$ cat src/rtl/tjc_pkg.sv
package tjc_pkg;

    localparam int unsigned TJC_DEPTH_DEF = 16;
    localparam int unsigned TJC_SYNC_DEF  = 2;

    // write request produced by the tributary edge sampler
    typedef struct packed {
        logic wr;
        logic wbit;
    } tjc_wr_t;

    // read request produced by the justification arbiter
    typedef struct packed {
        logic rd;
        logic use_stuff;
    } tjc_rd_t;

    // fill strictly above half depth
    function automatic logic tjc_above_half(input int unsigned lvl,
                                            input int unsigned depth);
        return lvl > (depth / 2);
    endfunction

endpackage

$ cat src/rtl/tjc_edge_sampler.sv
module tjc_edge_sampler #(
    parameter int unsigned STAGES = 2
) (
    input  logic             clk,
    input  logic             rst,
    input  logic             trib_clk,
    input  logic             trib_data,
    output tjc_pkg::tjc_wr_t wq
);
    logic [STAGES-1:0] sync_q;
    logic              last_q;

    // synchronizer chain; trib_clk only ever reaches a D input
    for (genvar g = 0; g < STAGES; g++) begin : g_sync
        if (g == 0) begin : g_first
            always_ff @(posedge clk) begin
                if (rst) sync_q[0] <= 1'b0;
                else     sync_q[0] <= trib_clk;
            end
        end else begin : g_next
            always_ff @(posedge clk) begin
                if (rst) sync_q[g] <= 1'b0;
                else     sync_q[g] <= sync_q[g-1];
            end
        end
    end

    always_ff @(posedge clk) begin
        if (rst) last_q <= 1'b0;
        else     last_q <= sync_q[STAGES-1];
    end

    always_comb begin
        wq.wr   = sync_q[STAGES-1] & ~last_q;
        wq.wbit = trib_data;
    end

endmodule

$ cat src/rtl/tjc_bit_fifo.sv
module tjc_bit_fifo #(
    parameter int unsigned DEPTH = 16,
    parameter int unsigned LW    = $clog2(DEPTH + 1)
) (
    input  logic             clk,
    input  logic             rst,
    input  tjc_pkg::tjc_wr_t wq,
    input  logic             rd,
    output logic             head,
    output logic [LW-1:0]    level,
    output logic             drop,
    output logic             starve
);
    localparam int unsigned AW = (DEPTH > 1) ? $clog2(DEPTH) : 1;

    logic [DEPTH-1:0] mem;
    logic [AW-1:0]    wp, rp;
    logic             full, empty, do_rd, do_wr;

    function automatic logic [AW-1:0] ptr_inc(input logic [AW-1:0] p);
        return (p == AW'(DEPTH - 1)) ? '0 : p + AW'(1);
    endfunction

    always_comb begin
        full   = (level == LW'(DEPTH));
        empty  = (level == '0);
        do_rd  = rd & ~empty;
        do_wr  = wq.wr & (~full | do_rd);
        drop   = wq.wr & full & ~do_rd;
        starve = rd & empty;
        head   = mem[rp];
    end

    always_ff @(posedge clk) begin
        if (rst) begin
            mem   <= '0;
            wp    <= '0;
            rp    <= '0;
            level <= '0;
        end else begin
            if (do_wr) begin
                mem[wp] <= wq.wbit;
                wp      <= ptr_inc(wp);
            end
            if (do_rd) rp <= ptr_inc(rp);
            case ({do_wr, do_rd})
                2'b10:   level <= level + LW'(1);
                2'b01:   level <= level - LW'(1);
                default: level <= level;
            endcase
        end
    end

endmodule

$ cat src/rtl/tjc_stuff_arbiter.sv
module tjc_stuff_arbiter #(
    parameter int unsigned DEPTH = 16,
    parameter int unsigned LW    = $clog2(DEPTH + 1)
) (
    input  logic             pay_en,
    input  logic             stuff_opp,
    input  logic [LW-1:0]    level,
    output tjc_pkg::tjc_rd_t rq
);
    // payload slot wins over a coincident justification slot
    always_comb begin
        rq.use_stuff = stuff_opp & ~pay_en &
                       tjc_pkg::tjc_above_half(32'(level), DEPTH);
        rq.rd        = pay_en | rq.use_stuff;
    end

endmodule

$ cat src/rtl/trib_justify_ctrl.sv
module trib_justify_ctrl #(
    parameter  int unsigned DEPTH       = tjc_pkg::TJC_DEPTH_DEF,
    parameter  int unsigned SYNC_STAGES = tjc_pkg::TJC_SYNC_DEF,
    localparam int unsigned LW          = $clog2(DEPTH + 1)
) (
    input  logic          clk,
    input  logic          rst,
    input  logic          trib_clk,
    input  logic          trib_data,
    input  logic          pay_en,
    input  logic          stuff_opp,
    output logic          out_bit,
    output logic          stuff_used,
    output logic [LW-1:0] level,
    output logic          overflow,
    output logic          underflow
);
    tjc_pkg::tjc_wr_t wq;
    tjc_pkg::tjc_rd_t rq;
    logic             head, drop, starve;

    tjc_edge_sampler #(.STAGES(SYNC_STAGES)) u_edge (
        .clk      (clk),
        .rst      (rst),
        .trib_clk (trib_clk),
        .trib_data(trib_data),
        .wq       (wq)
    );

    tjc_stuff_arbiter #(.DEPTH(DEPTH), .LW(LW)) u_arb (
        .pay_en   (pay_en),
        .stuff_opp(stuff_opp),
        .level    (level),
        .rq       (rq)
    );

    tjc_bit_fifo #(.DEPTH(DEPTH), .LW(LW)) u_fifo (
        .clk   (clk),
        .rst   (rst),
        .wq    (wq),
        .rd    (rq.rd),
        .head  (head),
        .level (level),
        .drop  (drop),
        .starve(starve)
    );

    always_ff @(posedge clk) begin
        if (rst) begin
            out_bit    <= 1'b0;
            stuff_used <= 1'b0;
            overflow   <= 1'b0;
            underflow  <= 1'b0;
        end else begin
            out_bit    <= (rq.rd && !starve) ? head : 1'b0;
            stuff_used <= rq.use_stuff;
            overflow   <= drop;
            underflow  <= starve;
        end
    end

endmodule

$ cat config.mk
export PLATFORM = sky130hd
export DESIGN_NAME = trib_justify_ctrl
export DESIGN_NICKNAME = d
export VERILOG_FILES = /design/src/rtl/tjc_pkg.sv /design/src/rtl/tjc_edge_sampler.sv /design/src/rtl/tjc_bit_fifo.sv /design/src/rtl/tjc_stuff_arbiter.sv /design/src/rtl/trib_justify_ctrl.sv
export SDC_FILE = /design/constraint.sdc
export NUM_CORES = 1
export LEC_CHECK = 0
export BUFFER_PORTS_ARGS = -buffer_cell sky130_fd_sc_hd__buf_2
export CAP_MARGIN = 15
export CORE_UTILIZATION = 31
export CTS_CLUSTER_DIAMETER = 150
export CTS_CLUSTER_SIZE = 16
export DETAILED_ROUTE_END_ITERATION = 6
export SYNTH_ARGS = -nofsm -noshare
export SYNTH_HDL_FRONTEND = slang
export SYNTH_SLANG_ARGS = --single-unit
export TNS_END_PERCENT = 30
$ cat constraint.sdc
create_clock -name clk -period 3.08 [get_ports clk]
set_input_delay 0.308 -clock clk [delete_from_list [all_inputs] [get_ports clk]]
set_output_delay 0.308 -clock clk [all_outputs]
set_load 0.01 [all_outputs]
# Yosys cells after proc, flatten, opt, wreduce, memory -nomap -nowiden
# Cells that the tools add are included.
# word_totals
elab_cells,54
ff_bits,36
mem_count,0
ramBits,0
in_bits,6
rom_bits,0
latchBits,0
out_inout_bits,9
# op_classes
n_bitwise,16
add_sub_neg,4
n_reduce_logical,6
mux,8
eq_ne,5
n_shift,0
magnitude_cmp,4
n_mul,0
div,0
# ops
cell,count
16-bit bitwise mux,1
"4-bit by 5-bit less-than comparator with 1-bit output, second input constant",2
5-bit case mux with 2 select lines,1
"4-bit by 1-bit adder with 4-bit output, second input constant",2
1-bit AND,8
"4-bit == test, second input constant",2
4-bit 2-to-1 mux,2
1-bit inverter,6
"5-bit by 1-bit adder with 5-bit output, second input constant",1
"5-bit == test, second input constant",1
"5-bit by 4-bit greater-than comparator with 1-bit output, second input constant",1
5-bit zero test,1
"5-bit by 1-bit subtractor with 5-bit output, second input constant",1
1-bit binary-select mux with 4-bit select,1
1-bit demux with 4-bit select,1
"4-bit by 1-bit >= comparator with 1-bit output, second input constant",1
"2-bit by 1-bit == test with 1-bit output, second input constant",1
"2-bit == test, second input constant",1
1-bit logical AND,2
1-bit 2-to-1 mux,2
1-bit OR,2
2-bit nonzero test,1
2-bit OR reduction,1
1-bit zero test,1

# Logic depth before layout (Yosys ltp)
# Gate-level depths: netlist (run 1).
# logic_depth
ltp_word,9
mapped_depth,14
ltp_nobuf,10

# Hierarchy
# From an unflattened synthesis (run 1), not the netlist that was laid out.
# hier_totals
cells_unflattened,213
hier_area_um2,1930.6
# modules_own_cells
mod,seq_area_each_um2,cells_per_inst,instances,area_each_um2
tjc_bit_fifo,580.6,193,1,1686.6
trib_justify_ctrl,80.1,8,1,118.9
tjc_edge_sampler,60.1,8,1,95.1
tjc_stuff_arbiter,0.0,4,1,30.0

# Worst setup path after synthesis (run 1)
# Ideal clock, no wire load.
# synth_timing
path_kind,register to register
startpoint,reg u_fifo.level[1]
endpoint,reg u_fifo.level[2]
setup_time_ns,0.071
period_less_slack_ns,2.936
path_stages_with_launch,15
path_buffers,4
setup_slack_ns,0.144
required_time_ns,3.009
arrival_ns,2.865
path_cell_list,dfxtp_1 buf_2 or3_1 buf_2 o31a_1 buf_6 clkinv_4 ha_1 clkbuf_1 xor2_1 ha_1 a21oi_1 xor2_1 or3_1 a21oi_1
# synth_via
elab_chain_len,8
word_cells_on_any_way,16
cone_classes,add/sub (2); order compare (1); eq/ne (3); mux (1); bitwise (7); reduce/logical (2)
# synth_lines
item,line,rtl
from (decl),tjc_bit_fifo.sv:10,"output logic [LW-1:0] level,"
from (signal assigned),tjc_bit_fifo.sv:47,2'b10: level <= level + LW'(1);
from (signal assigned),tjc_bit_fifo.sv:48,2'b01: level <= level - LW'(1);
from (signal assigned),tjc_bit_fifo.sv:49,default: level <= level;
5-bit by 4-bit greater-than comparator with 1-bit output,tjc_pkg.sv:21,return lvl > (depth / 2);
1-bit AND,tjc_stuff_arbiter.sv:12,rq.use_stuff = stuff_opp & ~pay_en &
1-bit OR,tjc_stuff_arbiter.sv:14,rq.rd = pay_en | rq.use_stuff;
1-bit AND,tjc_bit_fifo.sv:27,do_rd = rd & ~empty;
1-bit OR,tjc_bit_fifo.sv:28,do_wr = wq.wr & (~full | do_rd);
1-bit AND,tjc_bit_fifo.sv:28,
2-bit by 1-bit == test with 1-bit output or 2-bit == test (tied branches),tjc_bit_fifo.sv:46,"case ({do_wr, do_rd})"
5-bit case mux with 2 select lines or 2-bit nonzero test (tied branches),-,
# Several ways; a longest one is shown, not always the timed one.
# A chain may end at the register's enable or synchronous reset.

# Final worst setup path (run 1)
# layout_timing
startpoint,reg u_fifo.level[1]
endpoint,reg u_fifo.level[4]
# Same word-level chain as after synthesis.

==> results of run 1 <==
-- where the power goes --
part	leakage [uW]	switching (uW)	internal (uW)
clock	0.0000541	179	240
sequential	0.000291	53.5	508
combinational	0.000538	356	279
total	0.000884	588	1030
-- synthesized netlist by cell type, types with 3 or more instances --
cell,number
o21ai_0,4
a21oi_1,11
inv_1,6
a21oi_2,3
nand3_1,14
nor2_1,7
or3_1,5
nand2_1,14
nand2b_1,16
nand4_1,6
dfxtp_1,36
ha_1,9
mux4_2,5
xor2_1,4
o31ai_1,3
mux2i_1,13
buf_2,3
nor2b_1,7
clkbuf_1,11
-- cells by family (layout without fill, tap and decap cells) --
group	after synthesis	count (layout)	synth area share, %
and+or+nand+nor	81	81	22.8
adders and majority gates	9	9	5.71
xor gates and xnor gates	4	4	1.78
AOI/OAI and AO/OA	39	39	15.5
buffers and inverters	23	35	5.39
muxes	18	18	12.3
DFF	36	36	36.5
-- per-stage QoR --
step	power, uW	utilization, %	hold WS, ns	instances
5_1_grt	1740	36.8	0.231	297
6_report	1620	36.8	0.241	297
4_1_cts	1630	36.8	0.243	297
2_1_floorplan	1040	-	0.414	210
3_5_place_dp	1210	35.0	0.429	289
3_3_place_gp	1200	35.0	0.440	289
-- flip-flops by register name, summed over array words and instances (netlist names) --
signal	count
out_bit	1
overflow	1
stuff_used	1
u_edge.last_q	1
u_edge.sync_q	2
u_fifo.level	5
u_fifo.mem	16
u_fifo.rp	4
u_fifo.wp	4
underflow	1
-- critical path: stages (launching register included) --
cell	delay, ns
dfxtp_1	0.40
or3_1	0.50
o31a_1	0.37
clkinv_4	0.09
ha_1	0.36
ha_1	0.25
or4b_2	0.58
a21oi_1	0.15
a31oi_1	0.06
nand3_1	0.09
-- worst max-delay path by stage --
stage / depth (start not counted) / slack (ns) / to
detailed placement: 9 / 0.20 / u_fifo.level[4]
CTS: 9 / 0.18 / u_fifo.level[4]
finish: 9 / 0.19 / u_fifo.level[4]
floorplan: 14 / 0.14 / u_fifo.level[2]
global placement: 9 / 0.25 / u_fifo.level[4]
global route: 9 / 0.02 / u_fifo.level[4]
-- metal layers --
| layer | vias to the layer above | part of all wire, % | routed length, um |
|---|---|---|---|
| met5 | - | 0 | 0 |
| li1 | 777 | - | - |
| met2 | 28 | 45 | 1790 |
| met1 | 722 | 50 | 2010 |
| met4 | 0 | 1.3 | 54 |
| met3 | 4 | 3.9 | 156 |
-- area by class of cell --
cell class / count / area (um^2) / area share, %
multi-input combinational: 151 / 1150 / 51.7
inverter: 7 / 31.3 / 1.41
clock buffer: 5 / 68.8 / 3.10
clock inverter: 3 / 42.5 / 1.92
timing repair buffer: 20 / 115 / 5.19
sequential: 36 / 721 / 32.5
tap: 75 / 93.8 / 4.23
==> results.sh, run 1 <==
export IMPL_final_setup_viol_count=0
export IMPL_synthesis_instances=210
export IMPL_worstPathArrival_ns=3.13
export IMPL_min_path_cells=2
export IMPL_grt_usage_pct=13.8
export IMPL_busiest_layer="met2"
export IMPL_peakVddDrop_v=0.000427
export IMPL_diodes=0
export IMPL_drive_gt1_share_pct=20.7
export IMPL_fin_worst_skew_ns=0.00959
export IMPL_io_buffers=14
export IMPL_cts_reportedPaths_clkPinSlew_ns=0.08
export IMPL_min_to="u_edge.sync_q[0]"
export IMPL_drv_slew=0
export IMPL_synth_distinct_cells=45
export IMPL_maxCapViolCount=0
export IMPL_synth_top_cell_by_area="dfxtp_1"
export IMPL_ys_warn_count=0
export IMPL_crit_type="reg -> reg"
export IMPL_outcome="finished, final reports clean"
export IMPL_drc=0
export IMPL_syn_area_per_cell_um2=9.40
export IMPL_hold_start="trib_clk"
export IMPL_post_cts_buffers=0
export IMPL_cts_tree="yes"
export IMPL_via_count=1531
export IMPL_antenna_found_initial=0
export IMPL_drtAntennaViolNets=0
export IMPL_syn_area_um2=1970
export IMPL_synth_main_ff_cell="dfxtp_1"
export IMPL_dpl_worst_slack_ns=0.200
export IMPL_htreeDepth=2
export IMPL_clockBufferDepth=2
export IMPL_cts_root_buf="clkbuf_8"
export IMPL_timing_rr_end="u_fifo.level[4]"
export IMPL_hold_buffers=0
export IMPL_start_util_pct=32.7
export IMPL_num_rows=28
export IMPL_power_density_nw_per_um2=728
export IMPL_dp_final_hpwl_um=2740
export IMPL_die_h_um=81.8
export IMPL_cts_num_sinks=36
export IMPL_start_kind="register"
export IMPL_p_leak_uw=0.000884
export IMPL_crit_path_start="u_fifo.level[1]"
export IMPL_tightestPinTransition_ns=0.707
export IMPL_grt_pass1_wl_um=6960
export IMPL_crit_path_max_fanout=10
export IMPL_synth_top_area_share_pct=36.5
export IMPL_clkLatencyLatePin_ns=0.29
export IMPL_cts_made_buffers=5
export IMPL_synthToLayoutAreaGrowth_pct=12.4
export IMPL_grt_use_met3_pct=3.67
export IMPL_grt_pass1_vias=1428
export IMPL_final_common_cell="dfxtp_1"
export IMPL_grtUsageMet2_pct=20.1
export IMPL_fillers=613
export IMPL_synth_fp_nets=225
export IMPL_die_width_um=81.8
export IMPL_routed_wl_um=4010
export IMPL_hold_path_class="in -> reg"
export IMPL_grt_max_degree=41
export IMPL_hold_violations=0
export IMPL_max_slew_margin_rel_pct=52.9
export IMPL_num_io_pins=15
export IMPL_final_cell_mix="dfxtp_1, nand2b_1, nand3_1, nand2_1, buf_2"
export IMPL_synthArstFlopShare_pct=0
export IMPL_wl_per_cell_um=13.5
export IMPL_nets=236
export IMPL_rr_startpoint="u_fifo.level[1]"
export IMPL_grt_overflow=0
export IMPL_setup_ws_ns=0.186
export IMPL_r2r_setup_slack_ns=0.19
export IMPL_viasPerCell=5.15
export IMPL_synth_seq_cells=36
export IMPL_use_met1_pct=19.2
export IMPL_critical_path_required_ns=3.32
export IMPL_cts_resized=0
export IMPL_coreArea_um2=6030
export IMPL_tns_ns=0
export IMPL_gp_congestion=0.791
export IMPL_synth_seq_area_share_pct=36.5
export IMPL_end_kind="register"
export IMPL_synth_edf_count=0
export IMPL_rsz0062_at_grt="no"
export IMPL_final_cell_area_um2=2220
export IMPL_clock_fmax_mhz=346
export IMPL_placed_area_um2=2110
export IMPL_period_minus_slack_ns=2.89
export IMPL_finalCritPeriodShare_pct=94.0
export IMPL_r2r_cells=9
export IMPL_die_area_um2=6690
export IMPL_drt_pre_antenna_iters=4
export IMPL_drt_iter0_markers=90
export IMPL_yosys_top_cells_area="dfxtp_1, mux2i_1, ha_1"
No activity file was read; power rests on OpenSTA's default activity.
==> inputs of run 2 (changes only) <==
CORE_ASPECT_RATIO = 1.1   (was unset)
CORE_UTILIZATION = 40   (was 31)
==> results.sh, run 2 (synthesis results as in run 1) <==
export IMPL_routed_wl_um=3850
export IMPL_crit_path_cell_trace="or3_1, o31a_1, clkinv_4, ha_1, ha_1, or4b_2, a21oi_1, a31oi_1, nand3_1"
export IMPL_crit_buf_inv=1
export IMPL_start_util_pct=42.1
export IMPL_drt_pre_antenna_iters=4
export IMPL_period_minus_slack_ns=2.80
export IMPL_die_width_um=69.0
export IMPL_num_rows=26
export IMPL_nets=235
export IMPL_cts_root_buf="clkbuf_8"
export IMPL_grt_max_degree=41
export IMPL_finalCritPeriodShare_pct=91.0
export IMPL_die_h_um=75.7
export IMPL_grt_overflow=0
export IMPL_rsz0062_at_grt="no"
export IMPL_peakVddDrop_v=0.000431
export IMPL_grt_pass1_vias=1322
export IMPL_synthToLayoutAreaGrowth_pct=10.1
export IMPL_postLayoutCoreUtil_pct=46.4
export IMPL_drc=0
export IMPL_viasPerCell=5.49
export IMPL_largest_register="u_fifo.mem"
export IMPL_die_area_um2=5220
export IMPL_io_buffers=14
export IMPL_dp_final_hpwl_um=2680
export IMPL_max_slew_margin_rel_pct=52.4
export IMPL_dpl_worst_slack_ns=0.316
export IMPL_largest_reg_flops=16
export IMPL_critical_path_required_ns=3.31
export IMPL_cts_reportedPaths_clkPinSlew_ns=0.07
export IMPL_cpMaxStageDelayCell="or4b_2"
export IMPL_coreArea_um2=4680
export IMPL_tns_ns=0
export IMPL_setup_ws_ns=0.278
export IMPL_drtAntennaViolNets=0
export IMPL_clkLatencyLatePin_ns=0.29
export IMPL_post_cts_buffers=0
export IMPL_drive_gt1_share_pct=20.0
export IMPL_cts_tree="yes"
export IMPL_diodes=0
export IMPL_num_io_pins=15
export IMPL_r2r_cells=9
export IMPL_critPathTopFamily="simple AND/OR/NAND/NOR gates"
export IMPL_p_leak_uw=0.000875
export IMPL_outcome="finished, final reports clean"
export IMPL_final_setup_viol_count=0
export IMPL_final_common_cell="dfxtp_1"
export IMPL_crit_top_cell="ha_1"
export IMPL_power_density_nw_per_um2=719
export IMPL_htreeDepth=2
export IMPL_final_cell_mix="dfxtp_1, nand2b_1, nand3_1, nand2_1, buf_2"
export IMPL_r2r_setup_slack_ns=0.28
export IMPL_worstPathArrival_ns=3.04
export IMPL_clockBufferDepth=2
export IMPL_wl_per_cell_um=13.9
export IMPL_worstSetupPathDepth=9
export IMPL_cts_resized=0
export IMPL_fin_worst_skew_ns=0.00536
export IMPL_grt_pass1_wl_um=6110
export IMPL_via_count=1514
export IMPL_tightestPinTransition_ns=0.714
export IMPL_hold_path_class="in -> reg"
export IMPL_cts_made_buffers=5
export IMPL_end_kind="register"
export IMPL_slowest_delay_ns=0.60
export IMPL_cts_num_sinks=36
export IMPL_start_kind="register"
export IMPL_hold_violations=0
export IMPL_crit_path_max_fanout=9
export IMPL_p_total_uw=1560
export IMPL_gp_congestion=0.847
export IMPL_drv_slew=0
export IMPL_hold_buffers=0
export IMPL_clock_fmax_mhz=357
export IMPL_top_regs="u_fifo.mem (16), u_fifo.level (5)"
export IMPL_min_path_cells=2
export IMPL_drt_iter0_markers=75
export IMPL_antenna_found_initial=0
export IMPL_grt_usage_pct=16.1
export IMPL_maxCapViolCount=0
export IMPL_crit_type="reg -> reg"
run 2: cell count changes in the layout (fill, tap and decap cells not counted):
| cell | change |
|---|---|
| buf_4 | -1 |
| bufinv_16 | -1 |
| clkinvlp_4 | -1 |
| clkbuf_8 | +2 |
| clkinv_2 | -1 |
run 2: final timing paths:
check / start / end
worst max-delay path: u_fifo.level[1] / u_fifo.level[4]
worst min-delay path: trib_clk / u_edge.sync_q[0]
worst max register to register: u_fifo.level[1] / u_fifo.level[4]
worst min register to register: u_edge.sync_q[0] / u_edge.sync_q[1]
run 2: layout make-up:
type,instances,area [um^2]
fill,472,2510
multi-input combinational,151,1150
sequential,36,721
timing repair buffer,19,108
clock buffer,7,96.3
tap,56,70.1
inverter,7,31.3
run 2: routing by layer:
layer  share of wire, %  GRT usage [%]
met5                  0              0
met4                1.5           6.12
met3                3.2           4.49
met2                 46           25.4
met1                 49           20.8
run 2: metrics by stage:
| step | hold WS, ns | area [um^2] | instances |
|---|---|---|---|
| finish | 0.233 | 2170 | 276 |
| floorplan | 0.414 | 1970 | 210 |
| CTS | 0.238 | 2170 | 276 |
| global route | 0.272 | 2170 | 276 |
| global placement | 0.440 | 2080 | 269 |
| detailed placement | 0.426 | 2080 | 269 |
run 2: power breakdown:
part           internal (uW)  switching (uW)  total (uW)  leakage [uW]
clock                    199             167         366     0.0000503
combinational            274             337         611      0.000533
sequential               508            76.3         585      0.000291
total                    982             580        1560      0.000875
==> inputs of run 3 (changes only) <==
BUFFER_PORTS_ARGS = unset   (was -buffer_cell sky130_fd_sc_hd__buf_2)
DONT_BUFFER_PORTS = 1   (was unset)
clock period = 3.2 ns   (was 3.08 ns; I/O delays follow)
==> results.sh, run 3 (synthesis results as in run 1) <==
export IMPL_nets=222
export IMPL_tightestPinTransition_ns=0.589
export IMPL_post_cts_buffers=0
export IMPL_gp_congestion=0.760
export IMPL_clock_fmax_mhz=344
export IMPL_tns_ns=0
export IMPL_drt_pre_antenna_iters=4
export IMPL_wl_per_cell_um=15.4
export IMPL_cpMaxStageDelayCell="or3_1"
export IMPL_die_width_um=69.0
export IMPL_num_rows=26
export IMPL_grt_usage_pct=17.7
export IMPL_largest_reg_flops=16
export IMPL_top_regs="u_fifo.mem (16), u_fifo.level (5)"
export IMPL_finalCritPeriodShare_pct=91.0
export IMPL_power_density_nw_per_um2=773
export IMPL_viasPerCell=5.59
export IMPL_period_minus_slack_ns=2.91
export IMPL_antenna_found_initial=0
export IMPL_clockBufferDepth=2
export IMPL_finalHoldWorstSlack_ns=0.0858
export IMPL_routed_wl_um=4050
export IMPL_grt_max_degree=41
export IMPL_start_util_pct=42.1
export IMPL_cts_num_sinks=36
export IMPL_drc=0
export IMPL_slowest_delay_ns=0.53
export IMPL_grt_overflow=0
export IMPL_cts_reportedPaths_clkPinSlew_ns=0.08
export IMPL_grt_pass1_vias=1464
export IMPL_die_area_um2=5220
export IMPL_grt_pass1_wl_um=6770
export IMPL_drv_slew=0
export IMPL_maxCapViolCount=0
export IMPL_crit_type="reg -> reg"
export IMPL_synthToLayoutAreaGrowth_pct=10.1
export IMPL_outcome="finished, final reports clean"
export IMPL_io_buffers=0
export IMPL_peakVddDrop_v=0.000306
export IMPL_via_count=1477
export IMPL_cts_root_buf="clkbuf_8"
export IMPL_worstPathArrival_ns=3.13
export IMPL_hold_buffers=0
export IMPL_dp_final_hpwl_um=2820
export IMPL_htreeDepth=2
export IMPL_critical_path_required_ns=3.42
export IMPL_fin_worst_skew_ns=0.00698
export IMPL_cts_resized=0
export IMPL_end_kind="register"
export IMPL_max_slew_margin_rel_pct=60.7
export IMPL_hold_path_class="in -> reg"
export IMPL_num_io_pins=15
export IMPL_start_kind="register"
export IMPL_p_leak_uw=0.000841
export IMPL_final_setup_viol_count=0
export IMPL_drt_iter0_markers=76
export IMPL_hold_violations=0
export IMPL_die_h_um=75.7
export IMPL_drtAntennaViolNets=0
export IMPL_rsz0062_at_grt="no"
export IMPL_diodes=0
export IMPL_coreArea_um2=4680
export IMPL_p_total_uw=1680
export IMPL_final_common_cell="dfxtp_1"
export IMPL_crit_path_max_fanout=9
export IMPL_final_cell_mix="dfxtp_1, nand2b_1, nand3_1, nand2_1, mux2i_1"
export IMPL_crit_path_cell_trace="or3_1, a211oi_4, nor2_2, ha_1, ha_1, inv_1, or3_1, a221o_1, o221ai_1"
export IMPL_cts_made_buffers=5
export IMPL_cts_tree="yes"
export IMPL_clkLatencyLatePin_ns=0.29
export IMPL_drive_gt1_share_pct=15.4
export IMPL_largest_register="u_fifo.mem"
-- run 3: cell count changes in the layout (fill, tap and decap cells not counted) --
cell / change
buf_4: +1
clkbuf_8: -2
buf_2: -14
bufinv_16: +3
-- run 3: final timing paths --
kind               startpoint              end  slack (ns)  cells after the start
max           u_fifo.level[0]  u_fifo.level[3]        0.29                      9
min                       rst  u_fifo.level[2]        0.09                      1
max reg2reg   u_fifo.level[0]  u_fifo.level[3]        0.29                      9
min reg2reg  u_edge.sync_q[1]    u_edge.last_q        0.46                      1
-- run 3: layer usage --
metal / track usage (%) / up-vias / part of all wire (%)
li1: - / 751 / -
met1: 23.2 / 704 / 49
met2: 27.3 / 15 / 46
met3: 4.34 / 7 / 3.1
met4: 7.71 / 0 / 1.8
met5: 0 / - / 0
-- run 3: per-stage QoR --
step | utilization [%] | area [um^2] | worst slack [ns] | cells
floorplan | - | 1970 | 0.264 | 210
global placement | 43.0 | 2010 | 0.348 | 256
detailed placement | 43.0 | 2010 | 0.314 | 256
CTS | 46.4 | 2170 | 0.298 | 264
global route | 46.4 | 2170 | 0.0670 | 264
finish | 46.4 | 2170 | 0.289 | 264
-- run 3: worst max-delay path, delay by kind of cell, from the launching register on --
kind	cells	cell delay (ns)
AND/OR/NAND/NOR	3	0.99
adder cells (fa/ha/maj)	2	0.64
buffers and inverters	1	0.06
flip-flops	1	0.40
AO/OA/AOI/OAI	3	0.75
-- run 3: cell type report --
cell class              count  area (um^2)
flip-flops and latches     36          721
multi-input cells         151         1150
repair buffers              6         45.0
well taps                  56         70.1
inverters                   7         31.3
fillers                   458         2510
clock inverters             3         90.1
clock buffers               5         68.8
-- run 3: power by group --
part	internal [uW]	switching [uW]	leakage, uW
combinational	241	327	0.000471
clock	390	173	0.0000784
sequential	489	60.1	0.000291
